==> src/rtl/muldiv_pkg.sv <==
package muldiv_pkg;

    typedef enum logic [1:0] {
        OP_MULU = 2'b00,
        OP_MULS = 2'b01,
        OP_DIVU = 2'b10,
        OP_DIVS = 2'b11
    } md_op_e;

    typedef enum logic [1:0] {
        ST_IDLE = 2'b00,
        ST_RUN  = 2'b01,
        ST_FIX  = 2'b10
    } md_state_e;

endpackage

==> src/rtl/muldiv_widen.sv <==
module muldiv_widen #(
    parameter int BW = 8
) (
    input  logic [2*BW-1:0] acc_lo,
    output logic [2*BW-1:0] sext_word,
    output logic [2*BW-1:0] sext_dword
);
    localparam int W = 2 * BW;

    always_comb begin
        sext_word  = {{BW{acc_lo[BW-1]}}, acc_lo[BW-1:0]};
        sext_dword = {W{acc_lo[W-1]}};
    end
endmodule

==> src/rtl/muldiv_operand.sv <==
module muldiv_operand #(
    parameter int BW = 8
) (
    input  logic              is_signed,
    input  logic              wide,
    input  logic [2*BW-1:0]   acc_lo,
    input  logic [2*BW-1:0]   acc_hi,
    input  logic [2*BW-1:0]   src,
    output logic [2*BW-1:0]   mag_a,
    output logic [2*BW-1:0]   mag_b,
    output logic              neg_a,
    output logic              neg_b,
    output logic              neg_dvd,
    output logic [2*BW-1:0]   dvd_upper,
    output logic [2*BW-1:0]   dvd_lower
);
    localparam int W  = 2 * BW;
    localparam int DW = 2 * W;

    logic [W-1:0]  a_raw;
    logic [W-1:0]  b_raw;
    logic [DW-1:0] dvd_raw;
    logic [DW-1:0] dvd_mag;

    always_comb begin
        if (wide) begin
            a_raw = acc_lo;
            b_raw = src;
        end else if (is_signed) begin
            a_raw = {{BW{acc_lo[BW-1]}}, acc_lo[BW-1:0]};
            b_raw = {{BW{src[BW-1]}}, src[BW-1:0]};
        end else begin
            a_raw = {{BW{1'b0}}, acc_lo[BW-1:0]};
            b_raw = {{BW{1'b0}}, src[BW-1:0]};
        end

        neg_a = is_signed & a_raw[W-1];
        neg_b = is_signed & b_raw[W-1];
        mag_a = neg_a ? (~a_raw + 1'b1) : a_raw;
        mag_b = neg_b ? (~b_raw + 1'b1) : b_raw;

        if (wide)
            dvd_raw = {acc_hi, acc_lo};
        else if (is_signed)
            dvd_raw = {{W{acc_lo[W-1]}}, acc_lo};
        else
            dvd_raw = {{W{1'b0}}, acc_lo};

        neg_dvd = is_signed & dvd_raw[DW-1];
        dvd_mag = neg_dvd ? (~dvd_raw + 1'b1) : dvd_raw;

        if (wide) begin
            dvd_upper = dvd_mag[DW-1:W];
            dvd_lower = dvd_mag[W-1:0];
        end else begin
            dvd_upper = {{BW{1'b0}}, dvd_mag[W-1:BW]};
            dvd_lower = {dvd_mag[BW-1:0], {BW{1'b0}}};
        end
    end
endmodule

==> src/rtl/muldiv_fixup.sv <==
module muldiv_fixup #(
    parameter int BW = 8
) (
    input  logic              is_div,
    input  logic              is_signed,
    input  logic              wide,
    input  logic              neg_x,
    input  logic              neg_y,
    input  logic              pre_err,
    input  logic [4*BW-1:0]   prod,
    input  logic [2*BW-1:0]   quo,
    input  logic [2*BW-1:0]   rem,
    input  logic [2*BW-1:0]   lo_sv,
    input  logic [2*BW-1:0]   hi_sv,
    output logic [2*BW-1:0]   res_lo,
    output logic [2*BW-1:0]   res_hi,
    output logic              err
);
    localparam int W  = 2 * BW;
    localparam int DW = 2 * W;

    logic [DW-1:0] p_fix;
    logic [W-1:0]  q_fix;
    logic [W-1:0]  r_fix;
    logic [W-1:0]  lim;
    logic          q_neg;
    logic          range_bad;

    always_comb begin
        q_neg     = is_signed & (neg_x ^ neg_y);
        p_fix     = q_neg ? (~prod + 1'b1) : prod;
        q_fix     = q_neg ? (~quo + 1'b1) : quo;
        r_fix     = (is_signed & neg_x) ? (~rem + 1'b1) : rem;
        lim       = {{(W-1){1'b0}}, 1'b1} << (wide ? (W - 1) : (BW - 1));
        range_bad = is_signed & (q_neg ? (quo > lim) : (quo >= lim));
        err       = 1'b0;
        res_lo    = lo_sv;
        res_hi    = hi_sv;

        if (!is_div) begin
            res_lo = p_fix[W-1:0];
            res_hi = wide ? p_fix[DW-1:W] : hi_sv;
        end else begin
            err = pre_err | range_bad;
            if (!err) begin
                if (wide) begin
                    res_lo = q_fix;
                    res_hi = r_fix;
                end else begin
                    res_lo = {r_fix[BW-1:0], q_fix[BW-1:0]};
                    res_hi = hi_sv;
                end
            end
        end
    end
endmodule

==> src/rtl/muldiv_unit.sv <==
module muldiv_unit
    import muldiv_pkg::*;
#(
    parameter int BW = 8
) (
    input  logic              clk,
    input  logic              rst_n,
    input  logic              start,
    input  logic [1:0]        op,
    input  logic              wide,
    input  logic [2*BW-1:0]   acc_lo,
    input  logic [2*BW-1:0]   acc_hi,
    input  logic [2*BW-1:0]   src,
    output logic [2*BW-1:0]   res_lo,
    output logic [2*BW-1:0]   res_hi,
    output logic              done,
    output logic              div_err,
    output logic              busy,
    output logic [2*BW-1:0]   sext_word,
    output logic [2*BW-1:0]   sext_dword
);
    localparam int W  = 2 * BW;
    localparam int DW = 2 * W;
    localparam int CW = $clog2(W) + 1;

    typedef struct packed {
        md_state_e      st;
        logic [CW-1:0]  cnt;
        md_op_e         op;
        logic           wide;
        logic           neg_x;
        logic           neg_y;
        logic           pre_err;
        logic [W-1:0]   lo_sv;
        logic [W-1:0]   hi_sv;
        logic [DW-1:0]  prod;
        logic [DW-1:0]  mcand;
        logic [W-1:0]   mplier;
        logic [W-1:0]   rem;
        logic [W-1:0]   dlo;
        logic [W-1:0]   quo;
        logic [W-1:0]   dvs;
        logic [W-1:0]   res_lo;
        logic [W-1:0]   res_hi;
        logic           done;
        logic           err;
    } md_ctx_t;

    md_ctx_t ctx_d, ctx_q;

    logic [W-1:0] mag_a, mag_b, dvd_upper, dvd_lower;
    logic         neg_a, neg_b, neg_dvd;
    logic [W-1:0] fx_lo, fx_hi;
    logic         fx_err;
    logic [W:0]   trial;

    muldiv_widen #(.BW(BW)) u_widen (
        .acc_lo     (acc_lo),
        .sext_word  (sext_word),
        .sext_dword (sext_dword)
    );

    muldiv_operand #(.BW(BW)) u_operand (
        .is_signed (op[0]),
        .wide      (wide),
        .acc_lo    (acc_lo),
        .acc_hi    (acc_hi),
        .src       (src),
        .mag_a     (mag_a),
        .mag_b     (mag_b),
        .neg_a     (neg_a),
        .neg_b     (neg_b),
        .neg_dvd   (neg_dvd),
        .dvd_upper (dvd_upper),
        .dvd_lower (dvd_lower)
    );

    muldiv_fixup #(.BW(BW)) u_fixup (
        .is_div    (ctx_q.op[1]),
        .is_signed (ctx_q.op[0]),
        .wide      (ctx_q.wide),
        .neg_x     (ctx_q.neg_x),
        .neg_y     (ctx_q.neg_y),
        .pre_err   (ctx_q.pre_err),
        .prod      (ctx_q.prod),
        .quo       (ctx_q.quo),
        .rem       (ctx_q.rem),
        .lo_sv     (ctx_q.lo_sv),
        .hi_sv     (ctx_q.hi_sv),
        .res_lo    (fx_lo),
        .res_hi    (fx_hi),
        .err       (fx_err)
    );

    always_comb begin
        ctx_d      = ctx_q;
        ctx_d.done = 1'b0;
        ctx_d.err  = 1'b0;
        trial      = {ctx_q.rem, ctx_q.dlo[W-1]};

        unique case (ctx_q.st)
            ST_IDLE: begin
                if (start) begin
                    ctx_d.st      = ST_RUN;
                    ctx_d.cnt     = wide ? CW'(W - 1) : CW'(BW - 1);
                    ctx_d.op      = md_op_e'(op);
                    ctx_d.wide    = wide;
                    ctx_d.lo_sv   = acc_lo;
                    ctx_d.hi_sv   = acc_hi;
                    ctx_d.prod    = '0;
                    ctx_d.mcand   = {{W{1'b0}}, mag_a};
                    ctx_d.mplier  = mag_b;
                    ctx_d.rem     = dvd_upper;
                    ctx_d.dlo     = dvd_lower;
                    ctx_d.quo     = '0;
                    ctx_d.dvs     = mag_b;
                    ctx_d.pre_err = (dvd_upper >= mag_b);
                    ctx_d.neg_x   = op[1] ? neg_dvd : neg_a;
                    ctx_d.neg_y   = neg_b;
                end
            end
            ST_RUN: begin
                if (ctx_q.op[1]) begin
                    if (trial >= {1'b0, ctx_q.dvs}) begin
                        ctx_d.rem = trial[W-1:0] - ctx_q.dvs;
                        ctx_d.quo = {ctx_q.quo[W-2:0], 1'b1};
                    end else begin
                        ctx_d.rem = trial[W-1:0];
                        ctx_d.quo = {ctx_q.quo[W-2:0], 1'b0};
                    end
                    ctx_d.dlo = ctx_q.dlo << 1;
                end else begin
                    if (ctx_q.mplier[0])
                        ctx_d.prod = ctx_q.prod + ctx_q.mcand;
                    ctx_d.mcand  = ctx_q.mcand << 1;
                    ctx_d.mplier = ctx_q.mplier >> 1;
                end
                ctx_d.cnt = ctx_q.cnt - 1'b1;
                if (ctx_q.cnt == '0)
                    ctx_d.st = ST_FIX;
            end
            ST_FIX: begin
                ctx_d.st     = ST_IDLE;
                ctx_d.done   = 1'b1;
                ctx_d.err    = fx_err;
                ctx_d.res_lo = fx_lo;
                ctx_d.res_hi = fx_hi;
            end
            default: ctx_d.st = ST_IDLE;
        endcase
    end

    always_ff @(posedge clk) begin
        if (!rst_n)
            ctx_q <= '0;
        else
            ctx_q <= ctx_d;
    end

    assign res_lo  = ctx_q.res_lo;
    assign res_hi  = ctx_q.res_hi;
    assign done    = ctx_q.done;
    assign div_err = ctx_q.err;
    assign busy    = (ctx_q.st != ST_IDLE);

    // completion is a single-cycle pulse
    a_r10_done_pulse: assert property (@(posedge clk) disable iff (!rst_n)
        done |=> !done);

    // busy ends exactly when done appears
    a_r10_busy_to_done: assert property (@(posedge clk) disable iff (!rst_n)
        $fell(busy) |-> done);

    // the final iteration hands over to the fix cycle
    a_r10_last_iter: assert property (@(posedge clk) disable iff (!rst_n)
        (ctx_q.st == ST_RUN && ctx_q.cnt == '0) |=> (ctx_q.st == ST_FIX));

    // an error returns the accumulators captured at start
    a_r6_err_restores: assert property (@(posedge clk) disable iff (!rst_n)
        div_err |-> (done && res_lo == ctx_q.lo_sv && res_hi == ctx_q.hi_sv));

    // multiply never signals a divide error
    a_r7_mul_no_err: assert property (@(posedge clk) disable iff (!rst_n)
        (done && !ctx_q.op[1]) |-> !div_err);

    // a start while running leaves the captured operation alone
    a_r11_start_ignored: assert property (@(posedge clk) disable iff (!rst_n)
        (busy && start) |=> ($stable(ctx_q.op) && $stable(ctx_q.lo_sv) && $stable(ctx_q.wide)));

    // the doubleword helper is a pure fill
    a_r9_dword_fill: assert property (@(posedge clk) disable iff (!rst_n)
        (sext_dword == '0) || (sext_dword == '1));

endmodule

==> config.mk <==
export PLATFORM = sky130hd
export DESIGN_NAME = muldiv_unit
export DESIGN_NICKNAME = d
export VERILOG_FILES = /design/src/rtl/muldiv_pkg.sv /design/src/rtl/muldiv_widen.sv /design/src/rtl/muldiv_operand.sv /design/src/rtl/muldiv_fixup.sv /design/src/rtl/muldiv_unit.sv
export SDC_FILE = /design/constraint.sdc
export NUM_CORES = 1
export LEC_CHECK = 0
export BUFFER_PORTS_ARGS = -buffer_cell sky130_fd_sc_hd__buf_2
export CAP_MARGIN = 20
export CORE_MARGIN = 2
export CORE_UTILIZATION = 50
export CTS_CLUSTER_DIAMETER = 40
export DETAILED_ROUTE_END_ITERATION = 10
export HOLD_SLACK_MARGIN = 0.05
export PLACE_DENSITY_LB_ADDON = 0.08
export SLEW_MARGIN = 25
export SYNTH_ARGS = -nofsm -noshare
export SYNTH_HDL_FRONTEND = slang
export SYNTH_SLANG_ARGS = --single-unit
==> constraint.sdc <==
create_clock -name clk -period 3.3 [get_ports clk]
set_clock_uncertainty 0.05 [all_clocks]
set_input_delay 0.33 -clock clk [delete_from_list [all_inputs] [get_ports clk]]
set_output_delay 0.33 -clock clk [all_outputs]
set_load 0.01 [all_outputs]
=== Word level (Yosys, flattened, before mapping) ===
Cells that the tools add are included.
W data, S select, Z words.

* Register bits after elaboration: 223
* Output and inout bits: 67
* Word-level logic and storage cells: 103

* Mux-type cells: 37
* Add/subtract/negate cells: 9
* Shift-type cells: 1
* Equality and inequality tests: 7
* Reduce and logical (&&, ||, !) cells: 11
* Bitwise logic cells: 14
* Order comparisons: 4

{| class="wikitable"
|+ Operators with widths
! kind !! number
|-
| $mux W16 || 18
|-
| $pmux W128 S2 || 1
|-
| $mux W189 || 1
|-
| $mux W32 || 5
|-
| $mux W80 || 1
|-
| $add A16 B1 Y16 const B || 4
|-
| $add A32 B1 Y32 const B || 2
|-
| $not A16 Y16 || 4
|-
| $not A32 Y32 || 2
|-
| $mux W48 || 1
|-
| $add A32 B32 Y32 || 1
|-
| $ge A16 B16 Y1 || 2
|-
| $shl A1 B32 Y16 const A || 1
|-
| $ge A17 B16 Y1 || 1
|-
| $gt A16 B16 Y1 || 1
|-
| $sub A16 B16 Y16 || 1
|-
| $ne A2 B2 Y1 const B || 5
|-
| $pmux W5 S2 || 1
|-
| $reduce_and A3 Y1 || 3
|-
| $mux W4 || 2
|-
| $and A1 B1 Y1 || 6
|-
| $reduce_and A2 Y1 || 3
|-
| $logic_not A5 Y1 || 1
|-
| $sub A5 B1 Y5 const B || 1
|-
| 10 further kinds || 15
|}

=== Depth between registers and ports, before layout ===
Gate-level depths: netlist (run 1).

* Word-level depth: 9
* Depth in mapped cells: 16
* Depth with buffers taken out: 16

=== Modules after synthesis ===
Synthesis (run 1) repeated with hierarchy kept, for this count alone.

* Cells, all modules: 2092
* Area total of the unflattened synthesis: 15931.5 um2

{| class="wikitable"
|+ By module, submodules not included
! module !! area each (um2) !! seq. area each (um2) !! cells each !! instances
|-
| muldiv_unit || 11632.4 || 4464.3 || 1422 || 1
|-
| muldiv_fixup || 2154.6 || 0.0 || 345 || 1
|-
| muldiv_operand || 1904.3 || 0.0 || 293 || 1
|-
| muldiv_widen || 240.2 || 0.0 || 32 || 1
|}

=== Worst setup path before layout (run 1) ===
No wires, ideal clock.

* Path type: in2reg
* Start: input port acc_lo[1]
* End: register ctx_q[210] (netlist bit)
* Library setup time: 0.125 ns
* Data arrival time: 3.306 ns
* Data required time: 3.125 ns
* Cell stages on the path: 16
* Setup slack: -0.181 ns
* Path buffers: 0
* Cells stage by stage: inv_1 -> ha_1 -> or4b_1 -> nor2_1 -> a21oi_1 -> xnor2_1 -> mux2_2 -> ha_1 -> nand2b_1 -> a21o_1 -> a21o_1 -> a21o_1 -> a211oi_1 -> o21bai_1 -> a21oi_1 -> o31ai_1

* Cells in the longest elaborated chain, start to end: 7

{| class="wikitable"
|+ Ends and longest elaborated chain
! what !! line !! text
|-
| start, declared || muldiv_unit.sv:11 || <nowiki>input logic [2*BW-1:0] acc_lo,</nowiki>
|-
| $mux W32 || muldiv_operand.sv:44 || <nowiki>else if (is_signed)</nowiki>
|-
| $mux W32 * || muldiv_operand.sv:42 || <nowiki>if (wide)</nowiki>
|-
| $not A32 Y32 * || muldiv_operand.sv:50 || <nowiki>dvd_mag = neg_dvd ? (~dvd_raw + 1'b1) : dvd_raw;</nowiki>
|-
| $add A32 B1 Y32 * || muldiv_operand.sv:50 ||
|-
| $mux W32 * || muldiv_operand.sv:50 ||
|-
| $mux W16 * || muldiv_operand.sv:52 || <nowiki>if (wide) begin</nowiki>
|-
| $ge A16 B16 Y1 * || muldiv_unit.sv:117 || <nowiki>ctx_d.pre_err = (dvd_upper >= mag_b);</nowiki>
|-
| end signal, assigned || muldiv_unit.sv:157 || <nowiki>ctx_q <= ctx_d;</nowiki>
|-
| end, declared || muldiv_unit.sv:49 || <nowiki>md_ctx_t ctx_d, ctx_q;</nowiki>
|}

Mark *: on every way between the ends. The rest lies on a longest branch, timed or not.
A chain may end at the register's enable or synchronous reset.

=== Worst setup path in the final report (run 1) ===
* Start: register ctx_q[50] (netlist bit)
* End: register ctx_q, in the netlist res_lo[0]

* Cells in the longest elaborated chain, start to end: 6
* Elaborated cells between the ends (all ways): 11
* Those cells by class: add/sub (1); order compare (2); mux (5); bitwise (3)

{| class="wikitable"
|+ Ends and longest elaborated chain
! what !! line !! text
|-
| $ge A16 B16 Y1 (tied with other cells) || muldiv_fixup.sv:35 || <nowiki>range_bad = is_signed & (q_neg ? (quo > lim) : (quo >= lim));</nowiki>
|-
| $mux W1 / $add A16 B1 Y16 (equally long branches) || muldiv_fixup.sv:35, muldiv_fixup.sv:32 ||
|-
| $and A1 B1 Y1 / $mux W16 (equally long branches) || muldiv_fixup.sv:35, muldiv_fixup.sv:32 ||
|-
| $or A1 B1 Y1 / $mux W16 (equally long branches) || muldiv_fixup.sv:44, muldiv_fixup.sv:46 ||
|-
| $mux W16 * || muldiv_fixup.sv:45 || <nowiki>if (!err) begin</nowiki>
|-
| $mux W16 * || muldiv_fixup.sv:40 || <nowiki>if (!is_div) begin</nowiki>
|}

Marks and branches as above.

==> impl_metrics.ini, run 1 <==
[run_status]
outcome = finished, final reports clean

[setup_path]
reg2reg_setup_slack_ns = 0.15
crit_chain = inv_1 -> ha_1 -> or3b_1 -> o31ai_1 -> nor4bb_1 -> o21bai_2 -> buf_4 -> mux2i_1 -> nor2_1 -> a21oi_1 -> o21ai_1
arrival_ns = 3.51
cp-start-kind = register
critPathKind = register to register
crit_fanout = 23
slowest_delay_ns = 0.44
cp-end-kind = register
cp.required_ns = 3.66
critPathSlowestCell = or3b_1

[drt]
antenna_left = 0
drc = 0
vias = 15300
drt-initial-drc-count = 1597
first_pass_iters = 6
wl_per_cell_um = 21.46
viasPerCell = 6.073
wl_mm = 54.08

[final_layout]
area_growth_pct = 18.25
drive_above_1_share_pct = 17.65
instances_no_fill = 2520
diodes = 0
final_util_pct = 60.24
final_nets = 2225

[yosys]
synth_nets = 2103
yosysMostFrequentCell = nand2_1
ys_ff_latch = 223
yosys_warnings = 0
synth_edf_count = 0
syn_inst = 1975
syn_area_per_cell_um2 = 7.686
synthDominantCellAreaShare_pct = 29.41
yosysTopAreaCell = dfxtp_1
synth_area_leaders = dfxtp_1 (29%), ha_1 (5.9%), nand2_1 (5.6%)
synthArstFlopShare_pct = 0
ys_seq_area_share_pct = 29.41
synth_cell_types = 84
ys.flop_type = dfxtp_1
syn_area_um2 = 15180
synthTopCellsByCount = nand2_1 (228), dfxtp_1 (223), a21oi_1 (157)

[pwr]
p_per_area_nw_per_um2 = 534.2
p_leak_nw = 7.456
ir_drop_mv = 0.4044
p_total_mw = 9.589

[grt]
grt_max_degree = 81
antenna_found_initial = 1
grt_pass1_wl_mm = 83.08
grt_use_total_pct = 33.93
grt_overflow = 0
first_global_vias = 14150

[cts]
h-tree-depth = 2
clk_latency_ns = 0.55
tritoncts = yes
clock-root-buffer = clkbuf_16
numCtsBuffers = 41
cts_buffer_depth = 3
cts_sinks = 223
clkTransAtPathRegs_ns = 0.06

[die]
die-area_um2 = 31770
die_w_um = 178.2
rows = 63
io_pins = 121
start_util_pct = 50.94
core_um2 = 29800
die_h_um = 178.2

[timing]
final.setup.tns_ns = 0
fin_crit_sh_pct = 95.42
finalHoldViolCount = 0
worst_pin_slew_ns = 0.9488
fmax_mhz = 317.6
relSlewSlack_pct = 36.75
setup_violations = 0
fin_crit_ns = 3.149
rsz0062_at_grt = false
report.final.slew_viol_count = 0

[placement]
dp.final_hpwl_mm = 40.68
dpl.cell_count = 2440
gp_congestion = 0.9679
portBuffers = 120

[min_path]
holdCritPathClass = input pin to register

[job]
drv_cap = 0
==> cell families (layout without fill, tap and decap cells) <==
kind of cell    after synthesis  in the layout  synth area share (%)
simple gates                646            646                 20.24
xor+xnor                    140            140                 8.078
compound gates              630            630                 26.91
buf+inv                     238            393                 7.559
mux                          24             24                 1.607
flops                       223            223                 29.41
fa+ha+maj                    74             74                 6.198
==> metrics by stage <==
stage | area, µm² | worst slack [ns] | hold WS [ns]
2_1_floorplan | 15200 | 0.001729 | 0.3735
3_3_place_gp | 16460 | -0.2514 | 0.3827
3_5_place_dp | 16460 | -0.2528 | 0.3942
4_1_cts | 17920 | 0.02518 | 0.06856
5_1_grt | 17950 | 0.01233 | 0.1013
6_report | 17950 | 0.1512 | 0.09109
==> placed cells by master, fill, tap and decap left out, drive strengths merged, types with 21 or more instances in the layout <==
| cell type | n |
|---|---|
| a21boi | 32 |
| a21o | 32 |
| a21oi | 157 |
| a22oi | 48 |
| a31oi | 38 |
| buf | 260 |
| clkbuf | 44 |
| dfxtp | 223 |
| ha | 72 |
| inv | 64 |
| mux2i | 21 |
| nand2 | 228 |
| nand2b | 23 |
| nand3 | 59 |
| nor2 | 153 |
| nor2b | 36 |
| nor3 | 47 |
| o21ai | 150 |
| o31ai | 23 |
| xnor2 | 80 |
| xor2 | 60 |
==> layer usage <==
layer  share of wire [%]  vias to the layer above  global-route usage [%]
met5                   0                        -                       0
met4                 2.4                        0                   9.316
met3                 7.4                       88                   5.712
met2                  45                      625                   54.01
met1                  46                     7279                   47.39
li1                    -                     7312                       -
==> repair_timing <==
item,in CTS,in global routing
hold endpoints to repair,3,0
setup buffers,0,1
hold buffers,3,0
endpoints found under the setup margin,0,2
resized for setup,0,6
==> flip-flops by register name, indices dropped and copies added (netlist names) <==
name,cells
res_hi,16
done,1
ctx_q,189
div_err,1
res_lo,16
==> cell type report <==
| cell class | instances | area [µm²] |
|---|---|---|
| multi-input combinational | 1514 | 9644 |
| inverter | 54 | 202.7 |
| clock inverter | 32 | 371.6 |
| tap | 390 | 488.0 |
| sequential | 223 | 4464 |
| fill | 2824 | 11850 |
| clock buffer | 44 | 1057 |
| timing repair buffer | 263 | 1722 |
==> power by group <==
group | switching (mW) | internal [mW]
combinational | 1.37 | 0.853
clock | 1.65 | 2.72
sequential | 0.145 | 2.85
==> critical path: cells and delay by family (launching register included) <==
kind,cells,cell delay [ns]
and+or+nand+nor,3,0.89
buffers and inverters,2,0.38
DFF,1,0.40
muxes,1,0.17
AOI/OAI and AO/OA,4,0.96
adders and majority gates,1,0.15
==> final timing paths <==
| kind | depth (start not counted) | start | endpoint |
|---|---|---|---|
| setup reg to reg | 11 | ctx_q[50]$_SDFFE_PN0P_ | res_lo[0]$_SDFFE_PN0P_ |
| hold reg to reg | 2 | ctx_q[46]$_SDFFE_PN0P_ | ctx_q[46]$_SDFFE_PN0P_ |
| setup / recovery | 11 | ctx_q[50]$_SDFFE_PN0P_ | res_lo[0]$_SDFFE_PN0P_ |
| hold / removal | 3 | acc_hi[5] | ctx_q[183]$_SDFFE_PN0P_ |
Power figures use the tool's default switching activity.
==> inputs of run 2 (changes only) <==
- SYNTH_HIERARCHICAL: default -> 1
==> impl_metrics.ini, run 2 <==
[yosys]
synth_area_leaders = dfxtp_1 (28%), nand2_1 (7.4%), ha_1 (5.7%)
ys_ff_latch = 223
ys.flop_type = dfxtp_1
synth_cell_types = 91
syn_area_um2 = 15930
syn_area_per_cell_um2 = 7.615
synthArstFlopShare_pct = 0
yosys_warnings = 6
synth_nets = 2220
synthTopCellsByCount = nand2_1 (314), dfxtp_1 (223), o21ai_0 (126)
yosysTopAreaCell = dfxtp_1
ys_seq_area_share_pct = 28.02
synthDominantCellAreaShare_pct = 28.02
syn_inst = 2092
yosysMostFrequentCell = nand2_1
synth_edf_count = 0

[final_layout]
design_area_um2 = 18810
drive_above_1_share_pct = 18.25
final_common_cell = nand2_1
area_growth_pct = 18.04
diodes = 0
top_register = ctx_q
final_cell_mix = nand2_1 (313), dfxtp_1 (223), buf_4 (175)
final_nets = 2360
largest_reg_flops = 189

[cts]
h-tree-depth = 2
cts_sinks = 223
cts_buffer_depth = 3
numCtsBuffers = 39
tritoncts = yes
clk_latency_ns = 0.55
clock-root-buffer = clkbuf_16
clkTransAtPathRegs_ns = 0.06

[grt]
grt_overflow = 0
antenna_found_initial = 0
grt_use_total_pct = 31.34
grt_max_degree = 88
first_global_vias = 14680
grt_pass1_wl_mm = 82.28

[timing]
report.final.slew_viol_count = 0
fmax_mhz = 316.0
postLayoutSetupSlackWorst_ns = 0.1350
setup_violations = 0
worst_pin_slew_ns = 0.7809
rsz0062_at_grt = false
relSlewSlack_pct = 47.74
fin_crit_sh_pct = 95.91
finalHoldViolCount = 0
fin_crit_ns = 3.165
final.setup.tns_ns = 0

[drt]
wl_met1_mm = 24.72
drt-initial-drc-count = 1616
drc = 0
wl_per_cell_um = 19.92
routed.top_layer = met4
antenna_left = 0
viasPerCell = 5.971
first_pass_iters = 6
vias = 15910
wl_met2_mm = 22.86
route.met3.wl_mm = 4.136
wl_mm = 53.09

[placement]
placed_area_um2 = 17340
place_ws_ns = -0.4731
portBuffers = 120
gp_congestion = 0.9761
dp.final_hpwl_mm = 40.47

[die]
die_w_um = 182.5
io_pins = 121
core_um2 = 31470
die-area_um2 = 33310
rows = 65
start_util_pct = 50.62
die_h_um = 182.5

[pwr]
ir_drop_mv = 0.3836
p_leak_nw = 8.230
p_per_area_nw_per_um2 = 518.5

[setup_path]
worstReg2RegEnd = ctx_q[96]$_SDFFE_PN0P_
crit_fanout = 5
r2r_cells = 14
critPathKind = input pin to register
rr_startpoint = ctx_q[81]$_SDFFE_PN0P_
cp.required_ns = 3.68
cp-start-kind = input pin
arrival_ns = 3.55
cp-end-kind = register
reg2reg_setup_slack_ns = 0.17

[min_path]
hold_depth = 3
whs_endpoint = ctx_q[189]$_SDFFE_PN0P_
holdCritPathClass = input pin to register
hold_path_startpoint = acc_hi[11]

[run_status]
outcome = finished, final reports clean

[job]
drv_cap = 0
-- run 2: changes by cell type after synthesis, moves of 33 or more --
cell	delta
o21ai_0	+42
nor2_1	-33
a21boi_0	+66
nand2_1	+86
nand3_1	+34
a21oi_1	-43
o21ai_1	-62
-- run 2: worst max path at each step --
stage / from / end / slack [ns] / cells after the start
final: acc_lo[0] / ctx_q[210]$_SDFFE_PN0P_ / 0.13 / 16
after global routing: ctx_q[147]$_SDFFE_PN0P_ / ctx_q[177]$_SDFFE_PN0P_ / 0.009 / 11
after CTS: acc_lo[0] / ctx_q[210]$_SDFFE_PN0P_ / 0.09 / 21
after detailed placement: acc_lo[0] / ctx_q[210]$_SDFFE_PN0P_ / -0.47 / 21
after global placement: acc_lo[0] / ctx_q[210]$_SDFFE_PN0P_ / -0.44 / 16
after floorplan: acc_lo[2] / ctx_q[210]$_SDFFE_PN0P_ / -0.1 / 16
-- run 2: timing repair --
action,CTS,global route
setup endpoints to repair,0,10
hold endpoints to repair,2,0
hold buffers,2,0
setup buffers,0,4
gates resized for setup,0,5
-- run 2: logic make-up (layout without fill, tap and decap cells) --
family	count (synthesis)	in the layout	share of synthesized area (%)
DFF	223	223	28.02
buffers and inverters	272	443	8.372
xor gates and xnor gates	137	137	7.532
and+or+nand+nor	746	746	22.15
adders and majority gates	74	74	5.906
AOI/OAI and AO/OA	614	614	26.34
muxes	26	26	1.681
-- run 2: layer usage --
layer	track usage (%)	up-vias
li1	-	7662
met1	44.82	7518
met2	48.49	644
met3	4.710	89
met4	9.710	0
met5	0	-
-- run 2: through the flow --
step	hold slack [ns]	utilization [%]	power (mW)	cells
detailed placement	0.3980	55.11	5.413	2587
global route	0.08617	59.75	10.17	2665
floorplan	0.3733	-	4.625	2092
global placement	0.3999	55.10	5.381	2587
CTS	0.07350	59.59	9.727	2661
finish	0.09040	59.75	9.750	2665
-- run 2: where the power goes --
part / switching (mW) / internal, mW
registers: 0.160 / 2.86
logic: 1.46 / 0.979
clock network: 1.55 / 2.74
total: 3.17 / 6.58
-- run 2: worst max-delay path: stages --
cell,delay [ns]
buf_2,0.11
or4_4,0.57
o311ai_2,0.29
xor2_1,0.21
nor2_1,0.07
or3_1,0.40
ha_1,0.31
a21o_1,0.16
a21o_1,0.17
a21oi_1,0.13
nor2b_1,0.06
o21ai_1,0.12
a21oi_1,0.10
a221oi_2,0.22
o21ai_1,0.08
o221a_2,0.22
-- run 2: layout make-up --
type                    instances  area (µm²)
fillers                      2971       12670
multi-input cells            1597       10200
flip-flops and latches        223        4464
repair buffers                298        1969
clock buffers                  42        1008
well taps                     402       503.0
clock inverters                30       382.9
inverters                      73       274.0
==> inputs of run 3 (changes only) <==
- CELL_PAD_IN_SITES_DETAIL_PLACEMENT: default -> 0
- CELL_PAD_IN_SITES_GLOBAL_PLACEMENT: default -> 2
- CORE_UTILIZATION: 50 -> 33
==> impl_metrics.ini, run 3 (synthesis results as in run 2) <==
[timing]
fmax_mhz = 317.4
worst_pin_slew_ns = 0.8592
relSlewSlack_pct = 42.50
fin_crit_ns = 3.151
report.final.slew_viol_count = 0
fin_crit_sh_pct = 95.49
finalHoldViolCount = 0
final.setup.tns_ns = 0
postLayoutSetupSlackWorst_ns = 0.1489
rsz0062_at_grt = true
setup_violations = 0

[cts]
clock-root-buffer = clkbuf_16
cts_buffer_depth = 3
cts_sinks = 223
h-tree-depth = 2
tritoncts = yes
numCtsBuffers = 48
clk_latency_ns = 0.57
clkTransAtPathRegs_ns = 0.05

[final_layout]
drive_above_1_share_pct = 18.97
final_nets = 2378
final_util_pct = 40.76
fill_cells = 4994
final_common_cell = nand2_1
largest_reg_flops = 189
area_growth_pct = 22.16
diodes = 0
final_cell_mix = nand2_1 (313), dfxtp_1 (223), buf_4 (180)
top_register = ctx_q

[grt]
busiest_layer = met1
met1_usage_pct = 35.43
grt_max_degree = 51
use_met3_pct = 4.224
grt_use_total_pct = 23.50
grt_use_met2_pct = 34.19
grt_overflow = 0
first_global_vias = 14700
antenna_found_initial = 0
grt_pass1_wl_mm = 90.83

[drt]
wl_per_cell_um = 20.50
drt-initial-drc-count = 1222
vias = 15620
antenna_left = 0
viasPerCell = 5.381
drc = 0
wl_mm = 59.50
first_pass_iters = 5

[setup_path]
rr_startpoint = ctx_q[156]$_SDFFE_PN0P_
critPathBufInv = 0
critPathSlowestCell = or4_1
r2r_cells = 8
critPathKind = register to register
reg2reg_setup_slack_ns = 0.15
cp-start-kind = register
cp-end-kind = register
crit_chain = or4_1 -> or4_1 -> nor3_1 -> a21oi_1 -> xnor2_1 -> o221ai_1 -> nand2_1 -> a21boi_0
arrival_ns = 3.55
slowest_delay_ns = 0.74
crit_family = simple AND/OR/NAND/NOR gates
cp.required_ns = 3.70
path_common_cell = or4_1
crit_fanout = 8
worstReg2RegEnd = res_hi[3]$_SDFFE_PN0P_

[placement]
gp_congestion = 0.8835
portBuffers = 120
dp.final_hpwl_mm = 45.71
place_ws_ns = -0.4945

[run_status]
outcome = finished, final reports clean

[die]
die_h_um = 223.7
io_pins = 121
die-area_um2 = 50050
die_w_um = 223.7
core_um2 = 47750
rows = 80
start_util_pct = 33.37

[pwr]
p_per_area_nw_per_um2 = 539.0
p_total_mw = 10.49
ir_drop_mv = 0.3484
p_leak_nw = 8.409

[job]
drv_cap = 0

[min_path]
holdCritPathClass = input pin to register
hold_depth = 3
whs_endpoint = ctx_q[34]$_SDFFE_PN0P_
hold_path_startpoint = src[0]
-- run 3: power by group --
part	total (mW)	switching [mW]	internal, mW
Clock	4.98	1.66	3.33
Combinational	2.47	1.51	0.966
Sequential	3.03	0.167	2.87
-- run 3: cell type report --
type,count,area (µm²),area share (%)
clock buffer,60,1328,6.821
multi-input combinational,1597,10230,52.56
timing repair buffer,307,2037,10.47
clock inverter,28,361.6,1.858
inverter,73,274.0,1.408
tap,615,769.5,3.954
sequential,223,4464,22.94
-- run 3: repair_timing --
item | 4_1_cts | 5_1_grt
endpoints found under the hold margin | 7 | 0
buffers inserted | 0 | 3
hold buffers | 7 | 0
endpoints found under the setup margin | 0 | 11
gates resized for setup | 0 | 11
-- run 3: layer usage --
| layer | part of all wire [%] | wire, µm | vias to the layer above |
|---|---|---|---|
| met5 | 0 | 0 | - |
| met4 | 2.2 | 1306 | 0 |
| met3 | 5.4 | 3231 | 64 |
| met2 | 41 | 24480 | 394 |
| met1 | 51 | 30480 | 7461 |
| li1 | - | - | 7701 |
-- run 3: metrics by stage --
step	hold WS (ns)	instances	area (µm²)
floorplan	0.3733	2092	15970
global placement	0.3944	2805	17630
detailed placement	0.4051	2805	17630
CTS	0.05843	2900	19390
global route	0.07981	2903	19460
finish	0.09185	2903	19460
-- run 3: worst max path at each step --
stage,start,to,depth (start not counted)
after CTS,acc_lo[0],ctx_q[210]$_SDFFE_PN0P_,16
after detailed placement,acc_lo[0],ctx_q[210]$_SDFFE_PN0P_,16
after floorplan,acc_lo[2],ctx_q[210]$_SDFFE_PN0P_,16
final,ctx_q[156]$_SDFFE_PN0P_,res_hi[3]$_SDFFE_PN0P_,8
after global routing,acc_lo[0],ctx_q[210]$_SDFFE_PN0P_,21
after global placement,acc_lo[0],ctx_q[210]$_SDFFE_PN0P_,16
-- run 3: tightest hold or removal path: stages --
cell	delay (ns)
buf_2	0.17
nand2_1	0.08
a21boi_0	0.07
